[config.mk]
export PLATFORM = sky130hd
export DESIGN_NAME = vref_line_timer
export DESIGN_NICKNAME = d
export VERILOG_FILES = /design/src/rtl/vref_pkg.sv /design/src/rtl/vref_edge_det.sv /design/src/rtl/vref_delay.sv /design/src/rtl/vref_parity.sv /design/src/rtl/vref_line_ctr.sv /design/src/rtl/vref_line_timer.sv
export SDC_FILE = /design/constraint.sdc
export NUM_CORES = 1
export LEC_CHECK = 0
export BUFFER_PORTS_ARGS = -buffer_cell sky130_fd_sc_hd__buf_2
export CAP_MARGIN = 0
export CORE_MARGIN = 2
export CORE_UTILIZATION = 45
export CTS_CLUSTER_SIZE = 28
export DETAILED_ROUTE_END_ITERATION = 10
export GPL_TIMING_DRIVEN = 1
export PLACE_DENSITY_LB_ADDON = 0.3
export SLEW_MARGIN = 5
export SYNTH_ARGS = -nofsm -noshare
export SYNTH_HDL_FRONTEND = slang
export SYNTH_HIERARCHICAL = 1
export SYNTH_SLANG_ARGS = --single-unit
[constraint.sdc]
create_clock -name clk -period 2.5 [get_ports clk]
set_input_delay 0.375 -clock clk [delete_from_list [all_inputs] [get_ports clk]]
set_output_delay 0.375 -clock clk [all_outputs]
set_load 0.005 [all_outputs]
[src/rtl/vref_pkg.sv]
// Package: shared constants and types for the vertical reference line timer.
// Assumes: line numbers are counted from 1 at the delayed vertical event.
package vref_pkg;

    // Input standard encoding as seen on the wide_std pin.
    typedef enum logic {
        STD_NORMAL = 1'b0,
        STD_WIDE   = 1'b1
    } vref_std_e;

    // First processed line for each standard.
    localparam int FIRST_LINE_NORMAL = 21;
    localparam int FIRST_LINE_WIDE   = 24;

    // Return the first processed line for a given standard.
    function automatic int first_line_of(input vref_std_e std);
        return (std == STD_WIDE) ? FIRST_LINE_WIDE : FIRST_LINE_NORMAL;
    endfunction

endpackage

[src/rtl/vref_edge_det.sv]
// Module: rising-edge detector for a vector of synchronous inputs.
// Each bit keeps one registered copy. A rise is reported combinationally
// while the current sample is 1 and the stored sample is 0.
// Assumes: the inputs are already synchronous to clk.
module vref_edge_det #(
    parameter int N = 2
) (
    input  logic         clk,
    input  logic         rst_n,
    input  logic [N-1:0] sig_i,
    output logic [N-1:0] rise_o
);

    logic [N-1:0] prev_q;

    for (genvar g = 0; g < N; g++) begin : g_bit
        // Store the previous sample of one input bit.
        always_ff @(posedge clk) begin
            if (!rst_n) prev_q[g] <= 1'b0;
            else        prev_q[g] <= sig_i[g];
        end
        // Report a 0-to-1 transition of the same bit.
        assign rise_o[g] = sig_i[g] & ~prev_q[g];
    end

endmodule

[src/rtl/vref_delay.sv]
// Module: programmable delay for a single trigger pulse.
// With a delay of 0 the output pulse follows the trigger by one register.
// A delay of D adds D more cycles. A new trigger reloads the counter and
// so drops any pulse still waiting.
// Assumes: trig_i is a one-cycle pulse. dly_i is stable while a pulse is pending.
module vref_delay #(
    parameter int DLY_W = 8
) (
    input  logic             clk,
    input  logic             rst_n,
    input  logic             trig_i,
    input  logic [DLY_W-1:0] dly_i,
    output logic             fire_o
);

    logic [DLY_W-1:0] cnt_q;
    logic             pend_q;

    // Count down from the programmed delay and fire once.
    always_ff @(posedge clk) begin
        if (!rst_n) begin
            cnt_q  <= '0;
            pend_q <= 1'b0;
            fire_o <= 1'b0;
        end else begin
            fire_o <= 1'b0;
            if (trig_i) begin
                if (dly_i == '0) begin
                    fire_o <= 1'b1;
                    pend_q <= 1'b0;
                end else begin
                    cnt_q  <= dly_i;
                    pend_q <= 1'b1;
                end
            end else if (pend_q) begin
                cnt_q <= cnt_q - 1'b1;
                if (cnt_q == DLY_W'(1)) begin
                    fire_o <= 1'b1;
                    pend_q <= 1'b0;
                end
            end
        end
    end

endmodule

[src/rtl/vref_parity.sv]
// Module: odd/even field decision.
// A window opens on the delayed vertical pulse and lasts HALF_LINE clock
// edges after it. If a clamp rise falls in the window, the field is even.
// Assumes: the delayed vertical event is placed well away from the clamp
// edges, so that the window result is unambiguous.
module vref_parity #(
    parameter int HALF_LINE = 512
) (
    input  logic clk,
    input  logic rst_n,
    input  logic start_i,
    input  logic clamp_rise_i,
    output logic even_o
);

    localparam int WIN_W = $clog2(HALF_LINE + 1);

    logic [WIN_W-1:0] win_q;
    logic             act_q;
    logic             seen_q;

    // Run the window and latch the parity at its last edge.
    always_ff @(posedge clk) begin
        if (!rst_n) begin
            win_q  <= '0;
            act_q  <= 1'b0;
            seen_q <= 1'b0;
            even_o <= 1'b0;
        end else if (start_i) begin
            win_q  <= WIN_W'(HALF_LINE);
            act_q  <= 1'b1;
            seen_q <= clamp_rise_i;
        end else if (act_q) begin
            win_q  <= win_q - 1'b1;
            seen_q <= seen_q | clamp_rise_i;
            if (win_q == WIN_W'(1)) begin
                even_o <= seen_q | clamp_rise_i;
                act_q  <= 1'b0;
            end
        end
    end

endmodule

[src/rtl/vref_line_ctr.sv]
// Module: saturating acquisition line counter.
// A preset loads 1 and takes priority. Otherwise each increment request adds
// one, until the counter reaches its maximum value.
// Assumes: preset_i and incr_i are one-cycle pulses.
module vref_line_ctr #(
    parameter int LINE_W = 10
) (
    input  logic              clk,
    input  logic              rst_n,
    input  logic              preset_i,
    input  logic              incr_i,
    output logic [LINE_W-1:0] cnt_o
);

    localparam logic [LINE_W-1:0] CNT_MAX = '1;

    // Preset, advance or hold the line number.
    always_ff @(posedge clk) begin
        if (!rst_n)                           cnt_o <= '0;
        else if (preset_i)                    cnt_o <= LINE_W'(1);
        else if (incr_i && cnt_o != CNT_MAX)  cnt_o <= cnt_o + 1'b1;
    end

endmodule

[src/rtl/vref_line_timer.sv]
// Module: top of the vertical reference delay and line counter.
// Detects the reference edges and delays the vertical one. Decides field
// parity, counts lines and flags the processed range for the selected standard.
// Assumes: vsync_in and clamp_in are synchronous to clk, and delay_cfg is
// loaded by logic outside this block.
module vref_line_timer
    import vref_pkg::*;
#(
    parameter int DLY_W     = 8,
    parameter int LINE_W    = 10,
    parameter int HALF_LINE = 512
) (
    input  logic              clk,
    input  logic              rst_n,
    input  logic              vsync_in,
    input  logic              clamp_in,
    input  logic [DLY_W-1:0]  delay_cfg,
    input  logic              wide_std,
    output logic              vedge_dly_o,
    output logic              field_even_o,
    output logic [LINE_W-1:0] line_cnt_o,
    output logic              first_line_o,
    output logic              active_line_o
);

    localparam int N_REF = 2;

    logic [N_REF-1:0]  ref_rise;
    logic              v_rise;
    logic              c_rise;
    logic [LINE_W-1:0] first_val;

    vref_edge_det #(.N(N_REF)) u_edge (
        .clk    (clk),
        .rst_n  (rst_n),
        .sig_i  ({clamp_in, vsync_in}),
        .rise_o (ref_rise)
    );

    assign v_rise = ref_rise[0];
    assign c_rise = ref_rise[1];

    vref_delay #(.DLY_W(DLY_W)) u_delay (
        .clk    (clk),
        .rst_n  (rst_n),
        .trig_i (v_rise),
        .dly_i  (delay_cfg),
        .fire_o (vedge_dly_o)
    );

    vref_parity #(.HALF_LINE(HALF_LINE)) u_parity (
        .clk          (clk),
        .rst_n        (rst_n),
        .start_i      (vedge_dly_o),
        .clamp_rise_i (c_rise),
        .even_o       (field_even_o)
    );

    vref_line_ctr #(.LINE_W(LINE_W)) u_lines (
        .clk      (clk),
        .rst_n    (rst_n),
        .preset_i (vedge_dly_o),
        .incr_i   (c_rise),
        .cnt_o    (line_cnt_o)
    );

    // Pick the first processed line for the selected standard.
    always_comb begin
        first_val = LINE_W'(first_line_of(vref_std_e'(wide_std)));
    end

    assign first_line_o  = (line_cnt_o == first_val);
    assign active_line_o = (line_cnt_o >= first_val);

endmodule

==> metrics.md, run 1 <==
| Metric | Value |
|---|---|
| Run status | `completed` |
| Post-synthesis net count | `248` |
| WS Path Type | `reg2out` |
| RR Startpoint | `u_delay/cnt_q[3]` |
| Residual DRC | `0` |
| Synthesized area | `2000 um2` |
| Hold Path Class | `in2reg` |
| CTS tree | `yes` |
| GRT Total Usage | `18.3%` |
| Setup Buffers After CTS | `0` |
| TritonRoute pass-1 iters | `4` |
| Vias in the first global route | `1,621` |
| Largest net degree at the start of global routing | `21` |
| R2R Setup Slk | `0.72 ns` |
| Hold Startpoint | `vsync_in` |
| VDD IR-drop max | `0.282 mV` |
| Filler-free cell count of the finished design | `306` |
| Internal Pwr Total | `1.05 mW` |
| Worst clock skew | `0.0117 ns` |
| Number of port buffers | `26` |
| Critical Path AT | `1.60 ns` |
| Clock share of power | `44.9%` |
| Die Area | `4990 um2` |
| CP top delay family | `compound AO/OA/AOI/OAI gates` |
| Reg power frac | `44.4%` |
| Fillers | `429` |
| Most common cell in the netlist | `dfxtp_1` |
| Post-DP HPWL | `3.02 mm` |
| H-tree depth | `2` |
| Worst-Margin Slew | `0.557 ns` |
| Synth Flop Type | `dfxtp_1` |
| Clk sinks | `35` |
| Total power | `1.37 mW` |
| Placement Rows | `24` |
| Multi-input logic area | `1200 um2` |
| CP endpoint kind | `output pin` |
| Post-synthesis register bit count | `35` |
| Final #Nets | `274` |
| Hold Fails Final Rpt | `0` |
| Switching share of power | `23.5%` |
| Req. time, crit path | `2.12 ns` |
| Slack of the critical path | `0.524 ns` |
| Hold EP | `u_edge/prev_q[0]` |
| Layout cells sized above 1 | `20.5%` |
| R2R depth | `4` |
| Distinct cells, synth | `62` |
| Yosys warning total | `6` |
| Number of top-level pins | `27` |
| Antenna viol nets, final | `0` |
| Hold_buf cts | `0` |
| Final wirelength | `4.28 mm` |
| First-pass GRT wire length | `7.42 mm` |
| Pre-CTS WS | `0.587 ns` |
| PostCTS Resize Cnt | `0` |
| DIE WIDTH | `70.6 um` |
| Worst rel slew slack | `62.4%` |
| Cell taking the most area after synthesis | `dfxtp_1` |
| Unrepaired setup endpoints after global routing | `false` |
| Slew Viols, Final | `0` |
| Total gr overflow | `0` |
| Synth top area share | `35.1%` |
| MaxCap Viol Count | `0` |
| Tmin final | `1.98 ns` |
| Syn_area_per_cell | `8.80 um2` |
| Starting Density | `46.2%` |
| Die Y-Extent | `70.6 um` |
| Sw Pwr | `0.321 mW` |
| Post-layout util | `52.9%` |
| Core area | `4320 um2` |
| Fmax | `506 MHz` |
| Root Driver | `clkbuf_8` |
| Worst hold path depth | `2` |
| Power density over the cells | `598 nW/um2` |
| RePlAce Congestion | `0.828` |
| Async SR Flop Fraction | `0%` |
| CP Max Fanout | `9` |
| Num CTS Buffers | `5` |
| Reg clk slew, reported paths | `0.08 ns` |
| WL/cell | `14.0 um` |
| DR iter-0 viols | `160` |
| Post-synth top cells | `dfxtp_1, a21oi_1, nor2_1` |
| Syn Inst Count | `227` |
| Placed cell areas | `2150 um2` |
| Final Cell Area | `2290 um2` |
| Worst-Skew Late Latency | `0.29 ns` |
| Crit-path max cell delay | `0.30 ns` |
| Startpoint types | `flip-flop` |
| Cells after DPL | `298` |
| Cell Chain, Critical Path | `buf_4, ha_1, a21o_1, a211o_1, buf_2` |
| CP bufs+invs | `2` |
| Ant. Diodes | `0` |
| CTS max path bufs | `2` |
| TNS Setup | `0 ns` |
| Final setup viols | `0` |
| Vias per cell | `5.85` |
| Area growth syn-to-layout | `14.5%` |
| Vias post-DR | `1,789` |
| Leakage power | `0.945 nW` |
| Sequential share of the synthesized area | `35.1%` |
| Slowest library cell on the worst path | `dfxtp_1` |
| Final worst path period share | `79.0%` |
| Area contributors post-synth | `dfxtp_1, ha_1, a21oi_1` |
| R2R Path End | `u_delay/pend_q` |
| Hold slack | `0.305 ns` |
| Sequential cell area | `701 um2` |
| Number of antenna violations at the first check in global routing | `0` |
| Post-synth EDFFs | `0` |
| Logic pwr share | `10.7%` |
[placed cells by master (no fill, tap or decap), types with 7 or more instances in the layout]
cell	instances
nor4_1	7
ha_1	8
or4_1	7
dfxtp_1	35
nand2_1	14
buf_2	26
o21ai_0	9
inv_1	10
nor2_1	16
a21oi_1	17
[layer usage]
| metal | track usage [%] | vias up | part of all wire (%) |
|---|---|---|---|
| met5 | 0 | - | 0 |
| met4 | 5.03 | 0 | 0.80 |
| met3 | 4.70 | 5 | 4.6 |
| met2 | 29.0 | 38 | 47 |
| met1 | 24.8 | 837 | 48 |
| li1 | - | 909 | - |
[area by class of cell]
type                       count  area share, %
clock buffer                   5           3.01
clock inverter                 3           2.95
inverter                      10           1.64
multi-input combinational    173           52.6
sequential                    35           30.6
tap                           52           2.84
timing repair buffer          28           6.34
[cells by family (layout without fill, tap and decap cells)]
group	count (synthesis)	after routing	share of synthesized area [%]
adder cells (fa/ha/maj)	8	8	5.01
multiplexers	2	2	1.00
XOR/XNOR	7	7	3.07
buffers and inverters	19	46	4.70
AO/OA/AOI/OAI	63	63	21.8
AND/OR/NAND/NOR	93	93	29.4
flip-flops	35	35	35.1
[flip-flops by register name (all words and copies together), names as in the netlist]
signal and flops:
u_delay/fire_o 1, u_delay/cnt_q 8, u_delay/pend_q 1, u_parity/win_q 10, u_parity/seen_q 1, u_lines/cnt_o 10, u_parity/act_q 1, u_parity/even_o 1
u_edge/prev_q 2
[worst reg2reg max path: stages, from the launching register on]
cell     delay, ns
dfxtp_1       0.37
or4_4         0.56
or4b_4        0.53
a22oi_1       0.17
nor2b_1       0.06
[power by group through the flow]
| stage | Sequential, mW | Combinational [mW] | Clock (mW) |
|---|---|---|---|
| floorplan | 0.610 | 0.113 | 0 |
| global placement | 0.618 | 0.145 | 0 |
| detailed placement | 0.619 | 0.145 | 0 |
| CTS | 0.606 | 0.146 | 0.626 |
| global route | 0.610 | 0.166 | 0.656 |
| finish | 0.607 | 0.147 | 0.614 |
[how the worst max path moves through the flow]
stage                           startpoint                to  slack (ns)  cells past startpoint
after floorplan           u_delay/cnt_q[3]    u_delay/pend_q        0.79                      4
after global placement        delay_cfg[4]  u_delay/cnt_q[4]        0.62                      5
after detailed placement      delay_cfg[4]  u_delay/cnt_q[4]        0.59                      5
after CTS                 u_lines/cnt_o[0]     active_line_o        0.50                      6
after global routing      u_lines/cnt_o[0]     active_line_o        0.37                      6
final                     u_lines/cnt_o[3]     active_line_o        0.52                      5
No activity file was read; power rests on OpenSTA's default activity.
==> run 2: changes to the inputs <==
==> constraint.sdc (replaced) <==
create_clock -name clk -period 1.7 [get_ports clk]
set_input_delay 0.255 -clock clk [delete_from_list [all_inputs] [get_ports clk]]
set_output_delay 0.255 -clock clk [all_outputs]
set_load 0.005 [all_outputs]
==> run 2 against run 1 <==
Compared with the run above: worst hold slack worse by 0.11 ns; final cell count is 6.5% higher; sequential power increased by 44%; global-route usage is 0.78 points higher; clock skew fell by 0.0013 ns; non-clock buffer count grew 20; critical path depth is 1 lower; power grew 39%; flip-flop and latch count is the same; die area unchanged.
==> metrics.md, run 2 (synthesized netlist as in run 1, its figures left out) <==
| Metric | Value |
|---|---|
| Run status | `completed` |
| Antenna viol nets, final | `0 (unchanged)` |
| TritonRoute pass-1 iters | `4 (unchanged)` |
| Largest regs | `u_lines/cnt_o x10, u_parity/win_q x10, u_delay/cnt_q x8` |
| Placement Rows | `24 (unchanged)` |
| H-tree depth | `2 (unchanged)` |
| Req. time, crit path | `1.88 ns (-0.24 ns)` |
| First-pass GRT wire length | `7.71 mm (+3.8%)` |
| Layout cells sized above 1 | `32.5% (+12 points)` |
| Largest net degree at the start of global routing | `13 (-38%)` |
| Switching share of power | `25.1% (+1.6 points)` |
| Critical Path AT | `1.86 ns (+0.26 ns)` |
| CTS max path bufs | `2 (unchanged)` |
| Ant. Diodes | `0 (unchanged)` |
| Cell Chain, Critical Path | `or4_4, or4b_4, a22oi_2, nor2b_1` |
| Crit-path max cell delay | `0.54 ns (+0.24 ns)` |
| Final wirelength | `4.56 mm (+6.6%)` |
| Power density over the cells | `763 nW/um2 (+28%)` |
| Reg power frac | `45.9% (+1.5 points)` |
| CP endpoint kind | `flip-flop` |
| GRT Total Usage | `19.1% (+0.78 points)` |
| Number of antenna violations at the first check in global routing | `0 (unchanged)` |
| Commonest non-fill, non-tap cell in the layout | `dfxtp_1` |
| Number of top-level pins | `27 (unchanged)` |
| CP bufs+invs | `0 (-2)` |
| Fmax | `597 MHz` |
| Die Area | `4990 um2 (unchanged)` |
| Final #Nets | `294 (+7.3%)` |
| Hold Fails Final Rpt | `0 (unchanged)` |
| Unrepaired setup endpoints after global routing | `true` |
| Residual DRC | `0 (unchanged)` |
| RePlAce Congestion | `0.859 (+3.7%)` |
| CTS tree | `yes` |
| Core area | `4320 um2 (unchanged)` |
| Final worst path period share | `98.6%` |
| Tmin final | `1.68 ns` |
| Leakage power | `1.05 nW (+11%)` |
| Clk sinks | `35 (unchanged)` |
| Reg clk slew, reported paths | `0.08 ns (about the same)` |
| Post-layout util | `57.8% (+4.9 points)` |
| Slew Viols, Final | `0 (unchanged)` |
| Filler-free cell count of the finished design | `326 (+6.5%)` |
| Die Y-Extent | `70.6 um (unchanged)` |
| Startpoint types | `flip-flop` |
| Hold Path Class | `in2reg` |
| DR iter-0 viols | `144 (-10%)` |
| CP Max Fanout | `2 (-7)` |
| Num CTS Buffers | `5 (unchanged)` |
| Starting Density | `46.2% (unchanged)` |
| Total power | `1.91 mW (+39%)` |
| Worst clock skew | `0.0104 ns (-0.00131 ns)` |
| Worst-Margin Slew | `0.356 ns (-0.201 ns)` |
| Number of port buffers | `26 (unchanged)` |
| Area growth syn-to-layout | `25.0%` |
| Sw Pwr | `0.479 mW (+49%)` |
| Most frequent cells in the layout | `dfxtp_1, buf_2, buf_4, a21oi_1` |
| Vias post-DR | `1,878 (+5.0%)` |
| Vias in the first global route | `1,776 (+9.6%)` |
| Final setup viols | `0 (unchanged)` |
| Clock share of power | `39.0% (-5.9 points)` |
| WL/cell | `14.0 um (about the same)` |
| Slowest library cell on the worst path | `or4b_4` |
| WS Path Type | `reg2reg` |
| Vias per cell | `5.76 (-1.5%)` |
| Logic pwr share | `15.1% (+4.4 points)` |
| Root Driver | `clkbuf_8` |
| CP top delay family | `simple AND/OR/NAND/NOR gates` |
| VDD IR-drop max | `0.445 mV (+58%)` |
| Internal Pwr Total | `1.43 mW (+36%)` |
| Worst rel slew slack | `76.0% (+14 points)` |
| MaxCap Viol Count | `0 (unchanged)` |
| Worst-Skew Late Latency | `0.29 ns (about the same)` |
| Cells after DPL | `316 (+6.0%)` |
| Total gr overflow | `0 (unchanged)` |
| Post-DP HPWL | `3.26 mm (+8.1%)` |
| DIE WIDTH | `70.6 um (unchanged)` |
run 2: cell count changes in the layout (fill, tap and decap cells not counted), sizes merged:
| cell | previous run | this run |
|---|---|---|
| bufinv | 2 | 1 |
| clkinvlp | 1 | 0 |
| buf | 28 | 48 |
| clkinv | 0 | 2 |
run 2: path summary, 6_finish.rpt:
kind | slack (ns) | startpoint | cells after the start | end
max | 0.02 | u_delay/cnt_q[3] | 4 | u_delay/pend_q
min reg2reg | 0.49 | u_parity/seen_q | 2 | u_parity/seen_q
max reg2reg | 0.02 | u_delay/cnt_q[3] | 4 | u_delay/pend_q
min | 0.20 | vsync_in | 2 | u_edge/prev_q[0]
run 2: timing repair:
action,in CTS,in global routing
setup endpoints to repair,2,8
resized for setup,9,10
hold endpoints to repair,0,0
pin swaps,4,4
setup buffers,1,1
hold buffers,0,0
run 2: layer usage:
| metal | wire (um) | GRT usage (%) | part of all wire [%] | vias up |
|---|---|---|---|---|
| met5 | 0 | 0 | 0 | - |
| met4 | 62 | 7.76 | 1.4 | 0 |
| met1 | 2100 | 23.9 | 46 | 893 |
| met3 | 195 | 4.42 | 4.3 | 4 |
| li1 | - | - | - | 942 |
| met2 | 2200 | 31.7 | 48 | 39 |
run 2: area by class of cell:
class	count	area (um2)
well taps	52	65.1
clock buffers	5	68.8
flip-flops and latches	35	711
multi-input cells	173	1280
clock inverters	3	43.8
repair buffers	48	295
inverters	10	37.5
fillers	396	1830
run 2: power by group through the flow:
stage	registers (mW)	logic [mW]	clock network (mW)
after floorplan	0.897	0.167	0
after global placement	0.895	0.258	0
after detailed placement	0.896	0.263	0
after CTS	0.875	0.278	0.774
after global routing	0.879	0.318	0.806
final	0.876	0.287	0.744
run 2: stage by stage:
stage	setup TNS (ns)	hold WS (ns)	area (um2)	worst slack [ns]
after floorplan	0	0.372	2000	0.00564
after global placement	0	0.466	2290	0.0398
after detailed placement	-0.00597	0.476	2290	-0.00597
after CTS	0	0.190	2440	0.00504
after global routing	-0.0363	0.196	2500	-0.0144
final	0	0.197	2500	0.0243
==> run 3: changes to the inputs <==
--- a/config.mk
+++ b/config.mk
@@ -8,7 +8,7 @@
 export BUFFER_PORTS_ARGS = -buffer_cell sky130_fd_sc_hd__buf_2
 export CAP_MARGIN = 0
 export CORE_MARGIN = 2
-export CORE_UTILIZATION = 45
+export CORE_UTILIZATION = 50
 export CTS_CLUSTER_SIZE = 28
 export DETAILED_ROUTE_END_ITERATION = 10
 export GPL_TIMING_DRIVEN = 1
==> run 3 against run 2 <==
Compared with the run above: critical path depth is the same; sequential share of layout area grew 0.40 points; routed wire length grew 4.5%.
==> metrics.md, run 3 (synthesized netlist as in run 1, its figures left out) <==
| Metric | Value |
|---|---|
| Run status | `completed` |
| Fillers | `327 (-17%)` |
| Die Y-Extent | `67.2 um (-4.8%)` |
| Hold Path Class | `in2reg` |
| TritonRoute pass-1 iters | `5 (+1)` |
| Total gr overflow | `0 (unchanged)` |
| Antenna viol nets, final | `0 (unchanged)` |
| Vias post-DR | `1,877 (-0.053%)` |
| RePlAce Congestion | `0.891 (+3.8%)` |
| Starting Density | `53.4% (+7.2 points)` |
| Fmax | `594 MHz (-0.43%)` |
| Startpoint types | `flip-flop` |
| Clk sinks | `35 (unchanged)` |
| Number of antenna violations at the first check in global routing | `0 (unchanged)` |
| Final worst path period share | `99.0% (+0.43 points)` |
| Power density over the cells | `717 nW/um2 (-6.0%)` |
| Tmin final | `1.68 ns (+0.00726 ns)` |
| Vias in the first global route | `1,675 (-5.7%)` |
| Switching share of power | `27.5% (+2.4 points)` |
| Reg clk slew, reported paths | `0.07 ns (about the same)` |
| MaxCap Viol Count | `0 (unchanged)` |
| Layout cells sized above 1 | `32.7% (+0.24 points)` |
| Reg power frac | `49.4% (+3.5 points)` |
| Logic pwr share | `16.9% (+1.8 points)` |
| Commonest non-fill, non-tap cell in the layout | `dfxtp_1` |
| Slew Viols, Final | `0 (unchanged)` |
| TNS Setup | `0 ns (unchanged)` |
| Worst clock skew | `0.00343 ns (-0.00695 ns)` |
| Placed cell areas | `2270 um2 (-0.55%)` |
| Area growth syn-to-layout | `23.3%` |
| CP Max Fanout | `2 (unchanged)` |
| DIE WIDTH | `67.2 um (-4.8%)` |
| Pre-CTS WS | `0.00903 ns (+0.0150 ns)` |
| DR iter-0 viols | `103 (-28%)` |
| Req. time, crit path | `1.93 ns (+0.05 ns)` |
| Core area | `3740 um2 (-13%)` |
| Vias per cell | `5.87 (+1.8%)` |
| Total power | `1.77 mW (-7.3%)` |
| Hold slack | `0.179 ns (-0.0186 ns)` |
| Worst rel slew slack | `62.7% (-13 points)` |
| Critical Path AT | `1.92 ns (+0.06 ns)` |
| Crit-path max cell delay | `0.55 ns (about the same)` |
| First-pass GRT wire length | `7.51 mm (-2.5%)` |
| Post-layout util | `65.8% (+8.0 points)` |
| WS Path Type | `reg2reg` |
| Root Driver | `clkbuf_8` |
| Number of port buffers | `26 (unchanged)` |
| Worst-Margin Slew | `0.554 ns (+0.198 ns)` |
| Cells after DPL | `311 (-1.6%)` |
| Most frequent cells in the layout | `dfxtp_1, buf_2, buf_4, a21oi_1` |
| Die Area | `4520 um2 (-9.4%)` |
| Final setup viols | `0 (unchanged)` |
| CTS tree | `yes` |
| Residual DRC | `0 (unchanged)` |
| Largest net degree at the start of global routing | `14 (+1)` |
| Ant. Diodes | `0 (unchanged)` |
| Number of top-level pins | `27 (unchanged)` |
| Final Cell Area | `2460 um2 (-1.4%)` |
| Filler-free cell count of the finished design | `320 (-1.8%)` |
| Sw Pwr | `0.486 mW (+1.4%)` |
| Hold Fails Final Rpt | `0 (unchanged)` |
| Leakage power | `1.02 nW (-2.7%)` |
| Final wirelength | `4.76 mm (+4.5%)` |
| Num CTS Buffers | `5 (unchanged)` |
| CP top delay family | `simple AND/OR/NAND/NOR gates` |
| H-tree depth | `2 (unchanged)` |
| Cell Chain, Critical Path | `or4_4, or4b_4, o22ai_2, and2_1` |
| Clock share of power | `33.7% (-5.3 points)` |
| Post-DP HPWL | `3.25 mm (-0.33%)` |
| Largest regs | `u_lines/cnt_o x10, u_parity/win_q x10, u_delay/cnt_q x8` |
| Placement Rows | `22 (-8.3%)` |
| Internal Pwr Total | `1.28 mW (-10%)` |
| CP endpoint kind | `flip-flop` |
| CTS max path bufs | `2 (unchanged)` |
| GRT Total Usage | `21.5% (+2.4 points)` |
| VDD IR-drop max | `0.419 mV (-5.8%)` |
| Slack of the critical path | `0.0170 ns (-0.00726 ns)` |
| CP bufs+invs | `0 (unchanged)` |
| Worst-Skew Late Latency | `0.28 ns (about the same)` |
| Final #Nets | `292 (-0.68%)` |
| WL/cell | `14.9 um (+6.4%)` |
| Slowest library cell on the worst path | `or4b_4` |
run 3: cell count changes in the layout (fill, tap and decap cells not counted), sizes merged:
cell / delta
clkinv: -1
clkinvlp: +1
buf: -2
clkbuf: +1
bufinv: -1
run 3: per-layer routing:
metal | vias up | part of all wire [%] | GRT usage [%]
met5 | - | 0 | 0
met4 | 0 | 1.6 | 8.93
met3 | 7 | 3.4 | 4.00
met2 | 41 | 48 | 33.2
met1 | 889 | 47 | 29.4
li1 | 940 | - | -
run 3: power groups by stage:
stage	Combinational (mW)	Sequential [mW]	Clock [mW]
finish	0.298	0.874	0.595
global route	0.330	0.877	0.636
CTS	0.280	0.874	0.605
detailed placement	0.266	0.895	0
global placement	0.262	0.894	0
floorplan	0.167	0.897	0
run 3: layout make-up:
cell class | instances | area (um2) | area share (%)
well taps | 48 | 60.1 | 2.44
clock inverters | 2 | 12.5 | 0.508
repair buffers | 46 | 280 | 11.4
multi-input cells | 173 | 1290 | 52.4
clock buffers | 6 | 72.6 | 2.95
inverters | 10 | 37.5 | 1.52
flip-flops and latches | 35 | 711 | 28.8
run 3: path summary, 6_finish.rpt:
| check | start | to | slack (ns) | depth (start not counted) |
|---|---|---|---|---|
| worst max-delay path | u_delay/cnt_q[3] | u_delay/fire_o | 0.02 | 4 |
| worst min-delay path | vsync_in | u_edge/prev_q[0] | 0.18 | 2 |
| worst max register to register | u_delay/cnt_q[3] | u_delay/fire_o | 0.02 | 4 |
| worst min register to register | u_parity/seen_q | u_parity/seen_q | 0.49 | 2 |
run 3: timing repair:
item / 4_1_cts / 5_1_grt
hold buffers: 0 / 0
pin swaps: 4 / 0
gates resized for setup: 6 / 16
cloned: 0 / 0
endpoints found under the setup margin: 1 / 9
buffers inserted: 1 / 0
